`config.mk`:
```
export PLATFORM = sky130hd
export DESIGN_NAME = cps_fault_seq
export DESIGN_NICKNAME = d
export VERILOG_FILES = /design/src/rtl/cps_pkg.sv /design/src/rtl/cps_tick.sv /design/src/rtl/cps_fault_filter.sv /design/src/rtl/cps_fault_seq.sv
export SDC_FILE = /design/constraint.sdc
export NUM_CORES = 1
export LEC_CHECK = 0
export BUFFER_PORTS_ARGS = -buffer_cell sky130_fd_sc_hd__buf_4
export CAP_MARGIN = 10
export CORE_MARGIN = 2
export CORE_UTILIZATION = 40
export CTS_CLUSTER_DIAMETER = 40
export DETAILED_ROUTE_END_ITERATION = 10
export PLACE_DENSITY = 0.6
export SYNTH_ARGS = -nofsm -noshare
export SYNTH_HDL_FRONTEND = slang
export SYNTH_HIERARCHICAL = 1
export SYNTH_SLANG_ARGS = --single-unit
```
`constraint.sdc`:
```
create_clock -name clk -period 2.6 [get_ports clk]
set_input_delay 0 -clock clk [delete_from_list [all_inputs] [get_ports clk]]
set_output_delay 0 -clock clk [all_outputs]
set_load 0.02 [all_outputs]
```
`src/rtl/cps_pkg.sv`:
```
package cps_pkg;

    typedef enum logic [2:0] {
        CAUSE_NONE  = 3'd0,
        CAUSE_UVLO  = 3'd1,
        CAUSE_THERM = 3'd2,
        CAUSE_SLEEP = 3'd3,
        CAUSE_IOVP  = 3'd4,
        CAUSE_BOVP  = 3'd5,
        CAUSE_OCP   = 3'd6
    } cause_e;

    typedef struct packed {
        logic uvlo;
        logic therm;
        logic sleep;
        logic iovp;
        logic bovp;
        logic ocp;
    } block_t;

    // Highest-priority reason among the active blockers.
    function automatic cause_e pick_cause(input block_t b);
        if (b.uvlo)       return CAUSE_UVLO;
        else if (b.therm) return CAUSE_THERM;
        else if (b.sleep) return CAUSE_SLEEP;
        else if (b.iovp)  return CAUSE_IOVP;
        else if (b.bovp)  return CAUSE_BOVP;
        else if (b.ocp)   return CAUSE_OCP;
        else              return CAUSE_NONE;
    endfunction

    function automatic logic wants_soft_stop(input cause_e c);
        return (c == CAUSE_BOVP) || (c == CAUSE_OCP);
    endfunction

endpackage

```
`src/rtl/cps_tick.sv`:
```
module cps_tick #(
    parameter int DIV = 100
) (
    input  logic clk,
    input  logic rst,
    output logic tick_o
);
    localparam int W = (DIV > 1) ? $clog2(DIV) : 1;

    logic [W-1:0] cnt;

    always_ff @(posedge clk) begin
        if (rst) begin
            cnt    <= '0;
            tick_o <= 1'b0;
        end else if (cnt == W'(DIV - 1)) begin
            cnt    <= '0;
            tick_o <= 1'b1;
        end else begin
            cnt    <= cnt + 1'b1;
            tick_o <= 1'b0;
        end
    end
endmodule

```
`src/rtl/cps_fault_filter.sv`:
```
module cps_fault_filter #(
    parameter int DGL       = 8,
    parameter int REC       = 8,
    parameter bit TIMED_REC = 1'b0
) (
    input  logic clk,
    input  logic rst,
    input  logic clr_i,
    input  logic tick_i,
    input  logic flag_i,
    output logic trip_o
);
    localparam int MAXV = (DGL > REC) ? DGL : REC;
    localparam int W    = $clog2(MAXV + 1);

    logic [W-1:0] cnt;
    logic         rec_hold;

    // Timed recovery ignores the flag; otherwise a raised flag restarts it.
    generate
        if (TIMED_REC) begin : g_timed
            assign rec_hold = 1'b0;
        end else begin : g_flag
            assign rec_hold = flag_i;
        end
    endgenerate

    always_ff @(posedge clk) begin
        if (rst || clr_i) begin
            cnt    <= '0;
            trip_o <= 1'b0;
        end else if (!trip_o) begin
            if (!flag_i) begin
                cnt <= '0;
            end else if (tick_i) begin
                if (cnt == W'(DGL - 1)) begin
                    cnt    <= '0;
                    trip_o <= 1'b1;
                end else begin
                    cnt <= cnt + 1'b1;
                end
            end
        end else begin
            if (rec_hold) begin
                cnt <= '0;
            end else if (tick_i) begin
                if (cnt == W'(REC - 1)) begin
                    cnt    <= '0;
                    trip_o <= 1'b0;
                end else begin
                    cnt <= cnt + 1'b1;
                end
            end
        end
    end
endmodule

```
`src/rtl/cps_fault_seq.sv`:
```
module cps_fault_seq
    import cps_pkg::*;
#(
    parameter int CLK_HZ      = 100_000_000,
    parameter int BLANK_US    = 10_000,
    parameter int IOVP_DGL_US = 256,
    parameter int IOVP_REC_US = 8_200,
    parameter int OCP_DGL_US  = 8_200,
    parameter int OCP_REC_US  = 131_000,
    parameter int BOVP_DGL_US = 8_200,
    parameter int BOVP_REC_US = 131_000,
    parameter int SSTOP_US    = 100
) (
    input  logic       clk,
    input  logic       rst,
    input  logic       uvlo_i,
    input  logic       iovp_i,
    input  logic       ocp_i,
    input  logic       bovp_i,
    input  logic       therm_i,
    input  logic       sleep_i,
    input  logic       host_on_i,
    output logic       main_en_o,
    output logic       sec_en_o,
    output logic       soft_stop_o,
    output logic [2:0] cause_o
);
    localparam int TICK_DIV = CLK_HZ / 1_000_000;
    localparam int BW       = $clog2(BLANK_US + 1);
    localparam int SW       = $clog2(SSTOP_US + 1);

    logic          tick;
    logic          iovp_trip, bovp_trip, ocp_trip;
    logic [BW-1:0] blank_cnt;
    logic          blank_done, armed;
    logic [SW-1:0] ss_cnt;
    block_t        blk;
    logic          allow;
    cause_e        why, cause_q;

    cps_tick #(.DIV(TICK_DIV)) u_tick (
        .clk(clk), .rst(rst), .tick_o(tick)
    );

    cps_fault_filter #(.DGL(IOVP_DGL_US), .REC(IOVP_REC_US), .TIMED_REC(1'b0)) u_iovp (
        .clk(clk), .rst(rst), .clr_i(uvlo_i), .tick_i(tick),
        .flag_i(iovp_i), .trip_o(iovp_trip)
    );

    cps_fault_filter #(.DGL(BOVP_DGL_US), .REC(BOVP_REC_US), .TIMED_REC(1'b0)) u_bovp (
        .clk(clk), .rst(rst), .clr_i(uvlo_i), .tick_i(tick),
        .flag_i(bovp_i), .trip_o(bovp_trip)
    );

    // Current limit only matters while the main switch conducts.
    cps_fault_filter #(.DGL(OCP_DGL_US), .REC(OCP_REC_US), .TIMED_REC(1'b1)) u_ocp (
        .clk(clk), .rst(rst), .clr_i(uvlo_i), .tick_i(tick),
        .flag_i(ocp_i & main_en_o), .trip_o(ocp_trip)
    );

    // Power-on blanking and start gate.
    always_ff @(posedge clk) begin
        if (rst || uvlo_i) begin
            blank_cnt  <= '0;
            blank_done <= 1'b0;
            armed      <= 1'b0;
        end else begin
            if (!blank_done && tick) begin
                if (blank_cnt == BW'(BLANK_US - 1)) blank_done <= 1'b1;
                else                                 blank_cnt  <= blank_cnt + 1'b1;
            end
            if (blank_done && !armed && !iovp_i && !bovp_i) armed <= 1'b1;
        end
    end

    always_comb begin
        blk.uvlo  = uvlo_i;
        blk.therm = therm_i;
        blk.sleep = sleep_i;
        blk.iovp  = iovp_trip;
        blk.bovp  = bovp_trip;
        blk.ocp   = ocp_trip;
        allow     = armed && (blk == '0);
        why       = pick_cause(blk);
    end

    always_ff @(posedge clk) begin
        if (rst) begin
            main_en_o   <= 1'b0;
            sec_en_o    <= 1'b0;
            cause_q     <= CAUSE_NONE;
            soft_stop_o <= 1'b0;
            ss_cnt      <= '0;
        end else begin
            main_en_o <= allow;
            sec_en_o  <= allow && host_on_i;
            if (main_en_o && !allow) cause_q <= why;

            if (uvlo_i) begin
                soft_stop_o <= 1'b0;
                ss_cnt      <= '0;
            end else if (main_en_o && !allow && wants_soft_stop(why)) begin
                soft_stop_o <= 1'b1;
                ss_cnt      <= '0;
            end else if (soft_stop_o && tick) begin
                if (ss_cnt == SW'(SSTOP_US - 1)) soft_stop_o <= 1'b0;
                else                              ss_cnt      <= ss_cnt + 1'b1;
            end
        end
    end

    assign cause_o = cause_q;
endmodule

```
; ---- Word-level counts from Yosys, hierarchy flattened
; Index checks and enable logic that the tools add are counted.
; Widths: inputs -> output; s select.
[totals]
reg_bits = 88
input_bits = 9
output_inout_bits = 6
[op_classes]
addsub = 6
eq_ne = 17
n_mux = 50
n_bitwise = 3
reduce_logical = 29
[op_table]
columns = operator, n
row1 = $mux 17, 13
row2 = $mux 14, 7
row3 = $add 17x1->17 const B, 2
row4 = $eq 17x14->1 const B, 2
row5 = $eq 17x17->1 const B, 2
row6 = $add 14x1->14 const B, 2
row7 = $eq 14x14->1 const B, 2
row8 = $mux 1, 24
row9 = $mux 3, 6
row10 = $add 7x1->7 const B, 2
row11 = $eq 14x8->1 const B, 1
row12 = $eq 7x7->1 const B, 2
row13 = $reduce_and 2->1, 7
row14 = $logic_and 1x1->1, 9
row15 = $eq 3x3->1 const B, 2
row16 = $logic_not 6->1, 1
row17 = $ne 3x1->1 const B, 2
row18 = $ne 3x3->1 const B, 2
row19 = $logic_not 1->1, 5
row20 = $ne 2x2->1 const B, 2
row21 = $reduce_bool 2->1, 2
row22 = $reduce_or 2->1, 2
row23 = $reduce_or 3->1, 1
row24 = $logic_or 1x1->1, 2
row25 = other kinds (2), 3

; ---- Depth between registers and ports, before layout
; Gate-level depths: netlist of the first run.
[logic_depth]
ltp_word = 11
depth_mapped = 7
ltp_nobuf = 7

; ---- Hierarchy
; Netlist of the first run, hierarchy kept.
[modules_own_cells]
columns = mod, instances, cells_each, area_per_inst_um2, seq_area_each_um2
row1 = cps_fault_seq, 1, 157, 1345.0, 580.6
row2 = cps_fault_filter (u_ocp), 1, 115, 1023.5, 360.3
row3 = cps_fault_filter (u_bovp), 1, 119, 975.9, 360.3
row4 = cps_fault_filter (u_iovp), 1, 121, 944.7, 300.3
row5 = cps_tick, 1, 33, 336.6, 160.2

; ---- Worst setup path after synthesis of the first run
; Ideal clock, no wire load.
[synth_path]
path_kind = reg2reg
from = reg main_en_o
to = reg u_ocp.cnt[16]
setup_time_ps = 80
t_arrival_ps = 1919
required_ps = 2520
setup_slack_ps = 601
path_stages_with_launch = 7
n_path_buf = 1
period_less_slack_ps = 1999
path_cell_list = dfxtp_1 > clkbuf_1 > and2_1 > o21ba_4 > or3_4 > or3_1 > a211oi_2
[synth_via]
elab_chain_cells = 3
[synth_rtl]
columns = element, line_no
row1 = from (decl), cps_fault_seq.sv:23  ; output logic main_en_o,
row2 = from (signal assigned), cps_fault_seq.sv:95  ; main_en_o <= allow;
row3 = $and 1x1->1 (*), cps_fault_seq.sv:58  ; .flag_i(ocp_i & main_en_o), .trip_o(ocp_trip)
row4 = $ne 2x2->1 (no source line) / $mux 17 (equally long branches), --
row5 = $reduce_and 2->1 (no source line) / $mux 17 (equally long branches), --
row6 = to (signal assigned), cps_fault_filter.sv:40  ; cnt <= cnt + 1'b1;
row7 = to (signal assigned), cps_fault_filter.sv:51  ; cnt <= cnt + 1'b1;
row8 = to (decl), cps_fault_filter.sv:16  ; logic [W-1:0] cnt;
; Mark *: on every way between the ends. The rest lies on a longest branch, timed or not.
; A chain may end at the register's enable or synchronous reset.

; ---- Worst setup path after layout of the first run
[layout_path]
from = reg u_iovp.cnt[0]
to = reg u_iovp.cnt[5]
[layout_via]
elab_chain_cells = 5
[layout_rtl]
columns = element, line_no
row1 = from (decl), cps_fault_filter.sv:16
row2 = from (signal assigned), cps_fault_filter.sv:40
row3 = from (signal assigned), cps_fault_filter.sv:51
row4 = "$add 14x1->14, or another cell as far along", "cps_fault_filter.sv:40, cps_fault_filter.sv:51"
row5 = "$mux 14, on equally long branches", "cps_fault_filter.sv:36, cps_fault_filter.sv:47"
row6 = "$mux 14, on equally long branches", "cps_fault_filter.sv:35, cps_fault_filter.sv:46"
row7 = "$mux 14, on equally long branches", "cps_fault_filter.sv:33, cps_fault_filter.sv:44"
row8 = $mux 14 (*), cps_fault_filter.sv:32  ; end else if (!trip_o) begin
; Mark *: on every way between the ends. The rest lies on a longest branch, timed or not. The select of a mux whose other input is x is not followed.

==> results of run 1 <==
-- registers in the layout (all words and copies together), names as in the netlist --
name and cells:
u_iovp/cnt 14, armed 1, ss_cnt 7, u_bovp/cnt 17, u_iovp/trip_o 1, u_ocp/trip_o 1, blank_cnt 14, main_en_o 1
blank_done 1, u_tick/tick_o 1, soft_stop_o 1, cause_o 3, sec_en_o 1, u_bovp/trip_o 1, u_tick/cnt 7, u_ocp/cnt 17
-- power by group through the flow --
stage	combinational [mW]	clock (mW)	sequential, mW
after floorplan	0.0467	0	1.39
after global routing	0.0844	1.50	1.36
after detailed placement	0.0735	0	1.39
after CTS	0.0774	1.46	1.36
after global placement	0.0717	0	1.39
final	0.0772	1.42	1.36
-- synth_stat cells (all sizes together) (4+ instances only) --
cell type	count	area share [%]
nor2b	4	0.54
inv	15	1.2
xor2	16	3.0
nand2	48	4.1
mux2i	5	1.1
nor3	27	2.9
nor4b	6	1.3
nor4	11	1.9
o2111ai	5	0.95
a211oi	6	1.1
ha	6	1.6
a21oi	38	4.3
dfxtp	88	38
and3	11	1.6
buf	8	1.2
nand2b	4	0.54
o31ai	4	0.95
and2	5	0.68
or3	17	2.4
and4	7	1.4
o21ai	23	2.5
xnor2	24	4.5
nand3b	4	0.65
a41oi	4	0.92
or4	4	0.73
or2	9	1.2
nand4	21	3.0
nand3	22	2.5
clkbuf	9	0.81
nor2	57	4.6
-- cell usage in the layout (no fill, tap or decap), drive strengths merged, types with 7 or more instances in the layout --
master | synthesis | layout
dfxtp | 88 | 88
nor2 | 57 | 57
nand2 | 48 | 48
a21oi | 38 | 38
nor3 | 27 | 27
xnor2 | 24 | 24
o21ai | 23 | 23
nand3 | 22 | 22
nand4 | 21 | 21
buf | 8 | 17
or3 | 17 | 17
xor2 | 16 | 16
inv | 15 | 15
clkbuf | 9 | 12
and3 | 11 | 11
nor4 | 11 | 11
or2 | 9 | 9
and4 | 7 | 7
-- stage by stage --
| stage | power (mW) | hold slack [ps] |
|---|---|---|
| after floorplan | 1.432 | 69.07 |
| after global placement | 1.457 | 204.5 |
| after detailed placement | 1.459 | 207.0 |
| after CTS | 2.889 | 6.740 |
| after global routing | 2.940 | 40.18 |
| final | 2.852 | 19.95 |
-- per-layer routing --
metal / vias up / wire, um / track usage, %
li1: 2025 / - / -
met1: 1847 / 4875 / 20.90
met2: 47 / 4772 / 26.63
met3: 12 / 282 / 3.919
met4: 0 / 164 / 6.502
met5: - / 0 / 0
-- path summary, 6_finish.rpt --
kind / startpoint / end / slack (ps) / cells after the start
hold / removal: therm_i / cause_o[2] / 20 / 4
setup / recovery: u_iovp/cnt[0] / u_iovp/cnt[5] / 440 / 7
setup reg to reg: u_iovp/cnt[0] / u_iovp/cnt[5] / 440 / 7
hold reg to reg: u_tick/cnt[0] / u_tick/cnt[0] / 460 / 1
-- kinds of logic (layout without fill, tap and decap cells) --
kind of cell | count (synthesis) | count (layout) | synth area share [%]
buffers and inverters | 32 | 51 | 3.246
XOR/XNOR | 40 | 40 | 7.574
adder cells (fa/ha/maj) | 6 | 6 | 1.623
multiplexers | 5 | 5 | 1.082
AO/OA/AOI/OAI | 107 | 107 | 16.07
flip-flops | 88 | 88 | 38.08
AND/OR/NAND/NOR | 267 | 267 | 32.32
-- layout make-up --
| type | instances | area share [%] |
|---|---|---|
| inverter | 15 | 1.083 |
| tap | 143 | 3.440 |
| sequential | 88 | 33.87 |
| clock inverter | 4 | 1.467 |
| multi-input combinational | 425 | 52.18 |
| clock buffer | 12 | 4.931 |
| timing repair buffer | 20 | 3.031 |
-- repair_timing --
item	CTS	global route
hold buffers	3	0
hold endpoints to repair	8	0
buffers inserted	0	0
-- worst max-delay path, delay by kind of cell (launching register included) --
family | cells | cell delay, ps
adders and majority gates | 1 | 230
and+or+nand+nor | 4 | 980
AOI/OAI and AO/OA | 2 | 420
DFF | 1 | 390
==> impl_metrics.toml, run 1 <==
[finish]
drive_gt1_share_pct = 11.88
regArea_um2 = 1762
final_cell_area_um2 = 5201
layout.nets = 574
fillers = 1077
multi_input_area_um2 = 2714
instances_no_fill = 707
diodes = 0
area_delta_synth_final_pct = 12.44
finish.utilization_pct = 45.75

[route]
routed_via_density = 5.560
drc_errors = 0
dr.first_iter.drc_count = 209
wl_per_cell_um = 14.28
vias = 3931
ant_nets = 0
firstDrtPassIters = 4
postRouteWirelength_um = 10100

[die]
die_area_um2 = 12440
start_util_pct = 40.68
die-width_um = 111.5
io_pins = 15
fp.dieH_um = 111.5
placement_rows = 39
floorplan.core_area_um2 = 11370

[global_route]
grt_pass1_vias = 3625
grt_usage_pct = 16.32
grt-ovfl-total = 0
grt_start_max_net_pins = 21
grt_antenna_before_repair = 0
grt_pass1_wl_um = 16920

[pwr]
p_seq_share_pct = 47.5
ir_drop_mv = 0.3156
pwr-share-comb_pct = 2.7
switchingPower_uw = 574.8
p_int_mw = 2.277
power_frac_clock_pct = 49.8
p_leak_nw = 1.658
p_sw_share_pct = 20.15
power_density_nw_per_um2 = 548.3

[cts]
cts_resized = 0
root_buffer = "clkbuf_16"
cts.sinks = 88
clkSlewWorstSetupHoldPaths_ps = 60
cts_tree = "built"
numCtsBuffers = 9
insertion_delay_ps = 340
htreeDepth = 3
cts_buffer_depth = 2

[sta]
clock.fmax_mhz = 463.6
final_max_slew_viol_count = 0
hold_viol_final = 0
slew_headroom_pct = 18.91
period_needed_ps = 2157
skew_ps = 8.194
setup_viol = 0
rsz0062_at_grt = "false"
finalSetupTns_ps = 0
fin_crit_sh_pct = 82.97
worst_pin_slew_ps = 1208
worst_slack_ps = 442.9

[place]
placed_cell_area_um2 = 4838
dp_hpwl_um = 7228
numPortBuffers = 14
place_ws_ps = 471.1
placed_cells = 688
place.gp.congestion = 0.8854

[worst_setup_path]
path_cells = "ha_1 -> nand3_1 -> or2_1 -> nor4_1 -> o22ai_1 -> a21oi_1 -> nor3_1"
worstSetupPathType = "reg2reg"
critPathMaxStageDelay_ps = 450
setup.worst_path.start_class = "flip-flop"
worstPathMaxFanout = 5
cp_data_arrival_time_ps = 2370
cp.required_ps = 2810
cp_slowest_cell = "nor4_1"
endpoint_kind = "flip-flop"

[yosys]
syn_nets = 560
synth_seq_cells = 88
syn-instance-count = 545
synth-main-ff-cell = "dfxtp_1"
netlist_area_um2 = 4626
yosysWarnings = 6
syn_area_per_cell_um2 = 8.487
synth-edff-count = 0
ys_seq_area_share_pct = 38.08
ys_types = 80
async_reset_ff_share_pct = 0

[flow_run]
maxCapViolCount = 0

[run_status]
outcome = "completed"

[hold_path]
min_path_type = "in2reg"
Power figures use the tool's default switching activity.
==> run 2, diff against run 1 <==
--- a/config.mk
+++ b/config.mk
@@ -5,13 +5,14 @@
 export SDC_FILE = /design/constraint.sdc
 export NUM_CORES = 1
 export LEC_CHECK = 0
+export ABC_AREA = 1
 export BUFFER_PORTS_ARGS = -buffer_cell sky130_fd_sc_hd__buf_4
 export CAP_MARGIN = 10
 export CORE_MARGIN = 2
 export CORE_UTILIZATION = 40
 export CTS_CLUSTER_DIAMETER = 40
 export DETAILED_ROUTE_END_ITERATION = 10
-export PLACE_DENSITY = 0.6
+export PLACE_DENSITY = 0.62
 export SYNTH_ARGS = -nofsm -noshare
 export SYNTH_HDL_FRONTEND = slang
 export SYNTH_HIERARCHICAL = 1
==> constraint.sdc (replaced) <==
create_clock -name clk -period 1.8 [get_ports clk]
set_input_delay 0 -clock clk [delete_from_list [all_inputs] [get_ports clk]]
set_output_delay 0 -clock clk [all_outputs]
set_load 0.02 [all_outputs]
==> run 2 against run 1 <==
  * Worst setup slack worse by 250 ps
  * Final cell count rose by 42%
  * Register-to-register slack got worse by 250 ps
  * Clock-buffer cell count unchanged
  * Sequential power increased by 44%
  * Power grew 49%
  * Clock power rose by 51%
  * Area after synthesis grew 14%
  * Largest cell class unchanged
  * Utilization up 0.63 points
==> impl_metrics.toml, run 2 <==
[worst_setup_path]
cp_slowest_cell = "dfxtp_1"
endpoint_kind = "flip-flop"
path_cells = "ha_1 -> nand2_1 -> nor2_1 -> nand2_1 -> nor2_2 -> nand3_2 -> nand3_2 -> nand2_2 -> nand2_4 -> nor2_1"
critPathMaxStageDelay_ps = 370
cp_data_arrival_time_ps = 1840
worstPathMaxFanout = 16
cp.required_ps = 2030
setup.worst_path.start_class = "flip-flop"
timing.rr.start = "u_ocp/cnt[0]"
worstSetupPathType = "reg2reg"
critical-path-top-delay-family = "simple AND/OR/NAND/NOR gates"
path_depth = 10
crit_buf_inv = 0
startpoint = "u_ocp/cnt[0]"
reg2reg_depth = 10

[yosys]
syn_nets = 817
synth_seq_cells = 88
ys_types = 38
post-synth-top-count-cell = "nand2_1"
synth-edff-count = 0
yosysWarnings = 6
netlist.area_leader.share_pct = 33.48
synth_top_cells_by_area = "dfxtp_1 33%, nand2_1 13%, nor2_1 9.5%, inv_1 6.9%, nand3_1 4.5%"
yosysTopAreaCell = "dfxtp_1"
synth-main-ff-cell = "dfxtp_1"
syn-instance-count = 802
async_reset_ff_share_pct = 0
ys_seq_area_share_pct = 33.48
netlist_area_um2 = 5263
synth_commonest_cells = "189 x nand2_1, 133 x nor2_1, 97 x inv_1"
syn_area_per_cell_um2 = 6.562

[global_route]
grt_pass1_wl_um = 20420
grtUsageMet1_pct = 25.14
busiest_layer = "met2"
use_met2_pct = 25.22
grt_pass1_vias = 4366
grt_antenna_before_repair = 0
grtUsageMet3_pct = 3.764
grt_usage_pct = 17.54
grt-ovfl-total = 0
grt_start_max_net_pins = 20

[hold_path]
hp-start = "bovp_i"
hold_depth = 3
min_path_type = "in2reg"

[place]
dp_hpwl_um = 8527
place.gp.congestion = 0.8718
place_ws_ps = 187.6
numPortBuffers = 14
placed_cells = 986

[cts]
clkSlewWorstSetupHoldPaths_ps = 60
cts.sinks = 88
numCtsBuffers = 9
cts_tree = "built"
cts_resized = 0
htreeDepth = 3
root_buffer = "clkbuf_16"
insertion_delay_ps = 350
cts_buffer_depth = 2

[finish]
instances_no_fill = 1003
drive_gt1_share_pct = 14.68
final_common_cell = "nand2_1"
diodes = 0
final_cell_mix = "189 x nand2_1, 133 x nor2_1, 97 x inv_1, 88 x dfxtp_1, 47 x nand3_1"
reg_top3 = "u_bovp/cnt x17, u_ocp/cnt x17"
layout.nets = 842
area_delta_synth_final_pct = 12.13

[route]
dr.first_iter.drc_count = 339
postRouteWirelength_um = 11700
wl_per_cell_um = 11.66
routed_via_density = 4.839
ant_nets = 0
firstDrtPassIters = 5
drc_errors = 0
vias = 4854

[die]
io_pins = 15
die-width_um = 118.7
die_area_um2 = 14090
start_util_pct = 41.37
placement_rows = 41
fp.dieH_um = 118.7
floorplan.core_area_um2 = 12720

[sta]
slew_headroom_pct = 69.04
final_max_slew_viol_count = 0
rsz0062_at_grt = "false"
period_needed_ps = 1610
worst_pin_slew_ps = 463.9
clock.fmax_mhz = 621.2
fin_crit_sh_pct = 89.43
hold_viol_final = 0
finalSetupTns_ps = 0
worst_slack_ps = 190.3
setup_viol = 0
skew_ps = 6.414

[pwr]
p_leak_nw = 2.347
ir_drop_mv = 0.3957
power_density_nw_per_um2 = 720.9

[flow_run]
maxCapViolCount = 0

[run_status]
outcome = "completed"
==> run 2: area by class of cell <==
cell class              count  area [um2]
inverters                 106       397.9
fillers                  1351        6822
well taps                 172       215.2
flip-flops and latches     88        1762
multi-input cells         597        2997
clock inverters             3       90.09
repair buffers             25       192.7
clock buffers              12       246.5
==> run 2: final timing paths <==
path / slack [ps] / end
worst max register to register: 190 / u_ocp/cnt[8]
worst max-delay path: 190 / u_ocp/cnt[8]
worst min-delay path: 40 / armed
worst min register to register: 460 / u_tick/cnt[0]
==> run 2: per-layer routing <==
| layer | part of all wire (%) | vias up |
|---|---|---|
| li1 | - | 2591 |
| met1 | 51 | 2149 |
| met2 | 42 | 95 |
| met3 | 4.5 | 19 |
| met4 | 2.3 | 0 |
| met5 | 0 | - |
==> run 2: cells by family (layout without fill, tap and decap cells) <==
family                   count (synthesis)  count (layout)  synth area share [%]
AO/OA/AOI/OAI                           87              87                 9.249
AND/OR/NAND/NOR                        484             484                 42.94
buffers and inverters                  117             146                 9.581
XOR/XNOR                                20              20                 3.329
adder cells (fa/ha/maj)                  6               6                 1.426
flip-flops                              88              88                 33.48
==> run 2: tightest hold or removal path, cell delays in order <==
cell    delay [ps]
buf_4          130
nor3_1          60
o21a_1         150
==> run 2: where the power goes <==
part           internal, mW  switching, mW
clock network          1.39          0.756
logic                0.0501          0.100
registers              1.95        0.00653
total                  3.39          0.862
==> run 2: through the flow <==
stage	cell area, um2	hold slack, ps	util [%]	power (mW)
after floorplan	5263	72.38	-	2.099
final	5901	40.96	46.38	4.254
after detailed placement	5544	259.2	43.58	2.151
after global placement	5544	267.1	43.58	2.152
after global routing	5901	58.35	46.38	4.432
after CTS	5901	32.28	46.38	4.304
==> run 2: timing repair <==
action | 4_1_cts | 5_1_grt
hold endpoints to repair | 4 | 0
hold buffers | 2 | 0
buffers inserted | 0 | 0
endpoints found under the setup margin | 0 | 0
==> run 3, diff against run 2 <==
--- a/config.mk
+++ b/config.mk
@@ -8,7 +8,7 @@
 export ABC_AREA = 1
 export BUFFER_PORTS_ARGS = -buffer_cell sky130_fd_sc_hd__buf_4
 export CAP_MARGIN = 10
-export CORE_MARGIN = 2
+export CORE_MARGIN = 1
 export CORE_UTILIZATION = 40
 export CTS_CLUSTER_DIAMETER = 40
 export DETAILED_ROUTE_END_ITERATION = 10
==> run 3 against run 2 <==
  * Maximum frequency decreased by 0.55%
  * Sequential share of layout area about the same
  * Wire length decreased by 3.6%
  * Non-clock buffer count decreased by 1
  * Critical path depth decreased by 1
  * Clock skew about the same
  * Global-route usage increased by 0.75 points
  * Utilization about the same
  * Worst hold slack got worse by 5.5 ps
  * Die area decreased by 3.3%
  * Sequential cell count unchanged
  * Final cell count unchanged
==> impl_metrics.toml, run 3 (synthesized netlist as in run 2, its figures left out) <==
[pwr]
ir_drop_mv = 0.4883
power_density_nw_per_um2 = 707.1
power.total_mw = 4.169
p_leak_nw = 2.319

[finish]
layout.nets = 841
fillers = 1348
finish.utilization_pct = 46.34
reg_top3 = "u_bovp/cnt x17, u_ocp/cnt x17"
drive_gt1_share_pct = 14.92
final_cell_area_um2 = 5896
multi_input_area_um2 = 3005
final_common_cell = "nand2_1"
diodes = 0
final_cell_mix = "189 x nand2_1, 133 x nor2_1, 97 x inv_1, 88 x dfxtp_1, 47 x nand3_1"
regArea_um2 = 1762
area_delta_synth_final_pct = 12.03

[sta]
hold_viol_final = 0
slew_headroom_pct = 67.51
period_needed_ps = 1619
finalSetupTns_ps = 0
holdWs_ps = 35.41
final_max_slew_viol_count = 0
rsz0062_at_grt = "false"
clock.fmax_mhz = 617.8
fin_crit_sh_pct = 89.93
skew_ps = 6.171
worst_pin_slew_ps = 486.8
setup_viol = 0

[worst_setup_path]
reg2reg_depth = 9
path_cells = "buf_4 -> a21oi_2 -> nand2_4 -> nand2_1 -> inv_1 -> nand2_1 -> nor2_1 -> o21ai_0 -> nor2_2"
critPathMaxStageDelay_ps = 390
setup.worst_path.start_class = "flip-flop"
worstSetupPathType = "reg2reg"
r2r-end = "u_bovp/cnt[10]"
crit_buf_inv = 2
r2r_slack_ps = 180
cp.required_ps = 2040
critical-path-top-delay-family = "simple AND/OR/NAND/NOR gates"
endpoint_kind = "flip-flop"
timing.rr.start = "u_tick/tick_o"
critical_path.most_common_cell = "nand2_1"
cp_slowest_cell = "dfxtp_1"
worstPathMaxFanout = 9
cp_data_arrival_time_ps = 1860

[global_route]
use_met2_pct = 27.65
grt_pass1_wl_um = 19600
grt_usage_pct = 18.29
busiest_layer = "met2"
grtUsageMet1_pct = 25.47
grt-ovfl-total = 0
grtUsageMet3_pct = 5.293
grt_antenna_before_repair = 0
grt_pass1_vias = 4152
grt_start_max_net_pins = 20

[route]
vias = 4712
firstDrtPassIters = 5
postRouteWirelength_um = 11280
drc_errors = 0
dr.first_iter.drc_count = 280
wl_per_cell_um = 11.24
routed_via_density = 4.698
ant_nets = 0

[die]
placement_rows = 41
fp.dieH_um = 116.7
floorplan.core_area_um2 = 12720
die-width_um = 116.7
io_pins = 15
die_area_um2 = 13620
start_util_pct = 41.37

[place]
dp_hpwl_um = 8297
place.gp.congestion = 0.8373
numPortBuffers = 14
placed_cell_area_um2 = 5537

[cts]
root_buffer = "clkbuf_16"
htreeDepth = 3
cts.sinks = 88
insertion_delay_ps = 350
post-cts-setup-buffers = 0
cts_buffer_depth = 2
cts_tree = "built"
clkSlewWorstSetupHoldPaths_ps = 70
numCtsBuffers = 9

[hold_path]
min_to = "armed"
hold_depth = 3
hp-start = "bovp_i"
min_path_type = "in2reg"

[run_status]
outcome = "completed"

[flow_run]
maxCapViolCount = 0
run 3: worst max path at each step:
stage / slack, ps / cells past startpoint / to / from
floorplan: 280 / 11 / u_ocp/cnt[5] / main_en_o
global placement: 220 / 9 / u_bovp/cnt[10] / u_tick/tick_o
detailed placement: 170 / 10 / u_ocp/cnt[11] / u_ocp/cnt[0]
CTS: 160 / 10 / u_ocp/cnt[11] / u_ocp/cnt[0]
global route: 10 / 10 / u_ocp/cnt[11] / u_ocp/cnt[0]
finish: 180 / 9 / u_bovp/cnt[10] / u_tick/tick_o
run 3: metrics by stage:
| stage | cells | setup slack, ps |
|---|---|---|
| after floorplan | 802 | 276.7 |
| after global placement | 985 | 222.0 |
| after detailed placement | 985 | 171.7 |
| after CTS | 1003 | 158.3 |
| after global routing | 1003 | 11.28 |
| final | 1003 | 181.3 |
run 3: power breakdown:
part | total [mW] | switching [mW] | internal [mW]
Combinational | 0.148 | 0.0990 | 0.0487
Sequential | 1.96 | 0.00643 | 1.95
Clock | 2.06 | 0.803 | 1.26
run 3: cell type report:
type	count	share of cell area (%)
Tap cell	172	3.650
Clock inverter	6	1.549
Inverter	106	6.749
Clock buffer	10	4.053
Timing Repair Buffer	24	3.141
Multi-Input combinational cell	597	50.98
Sequential cell	88	29.88
run 3: what timing repair did:
item                       in CTS  in global routing
resized for setup               0                  1
setup endpoints to repair       0                 15
hold buffers                    2                  0
hold endpoints to repair        6                  0
run 3: metal layers:
layer  vias to the layer above  wire [um]
met4                         0        119
li1                       2583          -
met3                        10        448
met2                        53       4895
met1                      2066       5814
met5                         -          0
run 3: tightest hold or removal path, stage by stage:
cell and delay [ps]:
buf_4 130, nor3_1 60, o21a_1 150
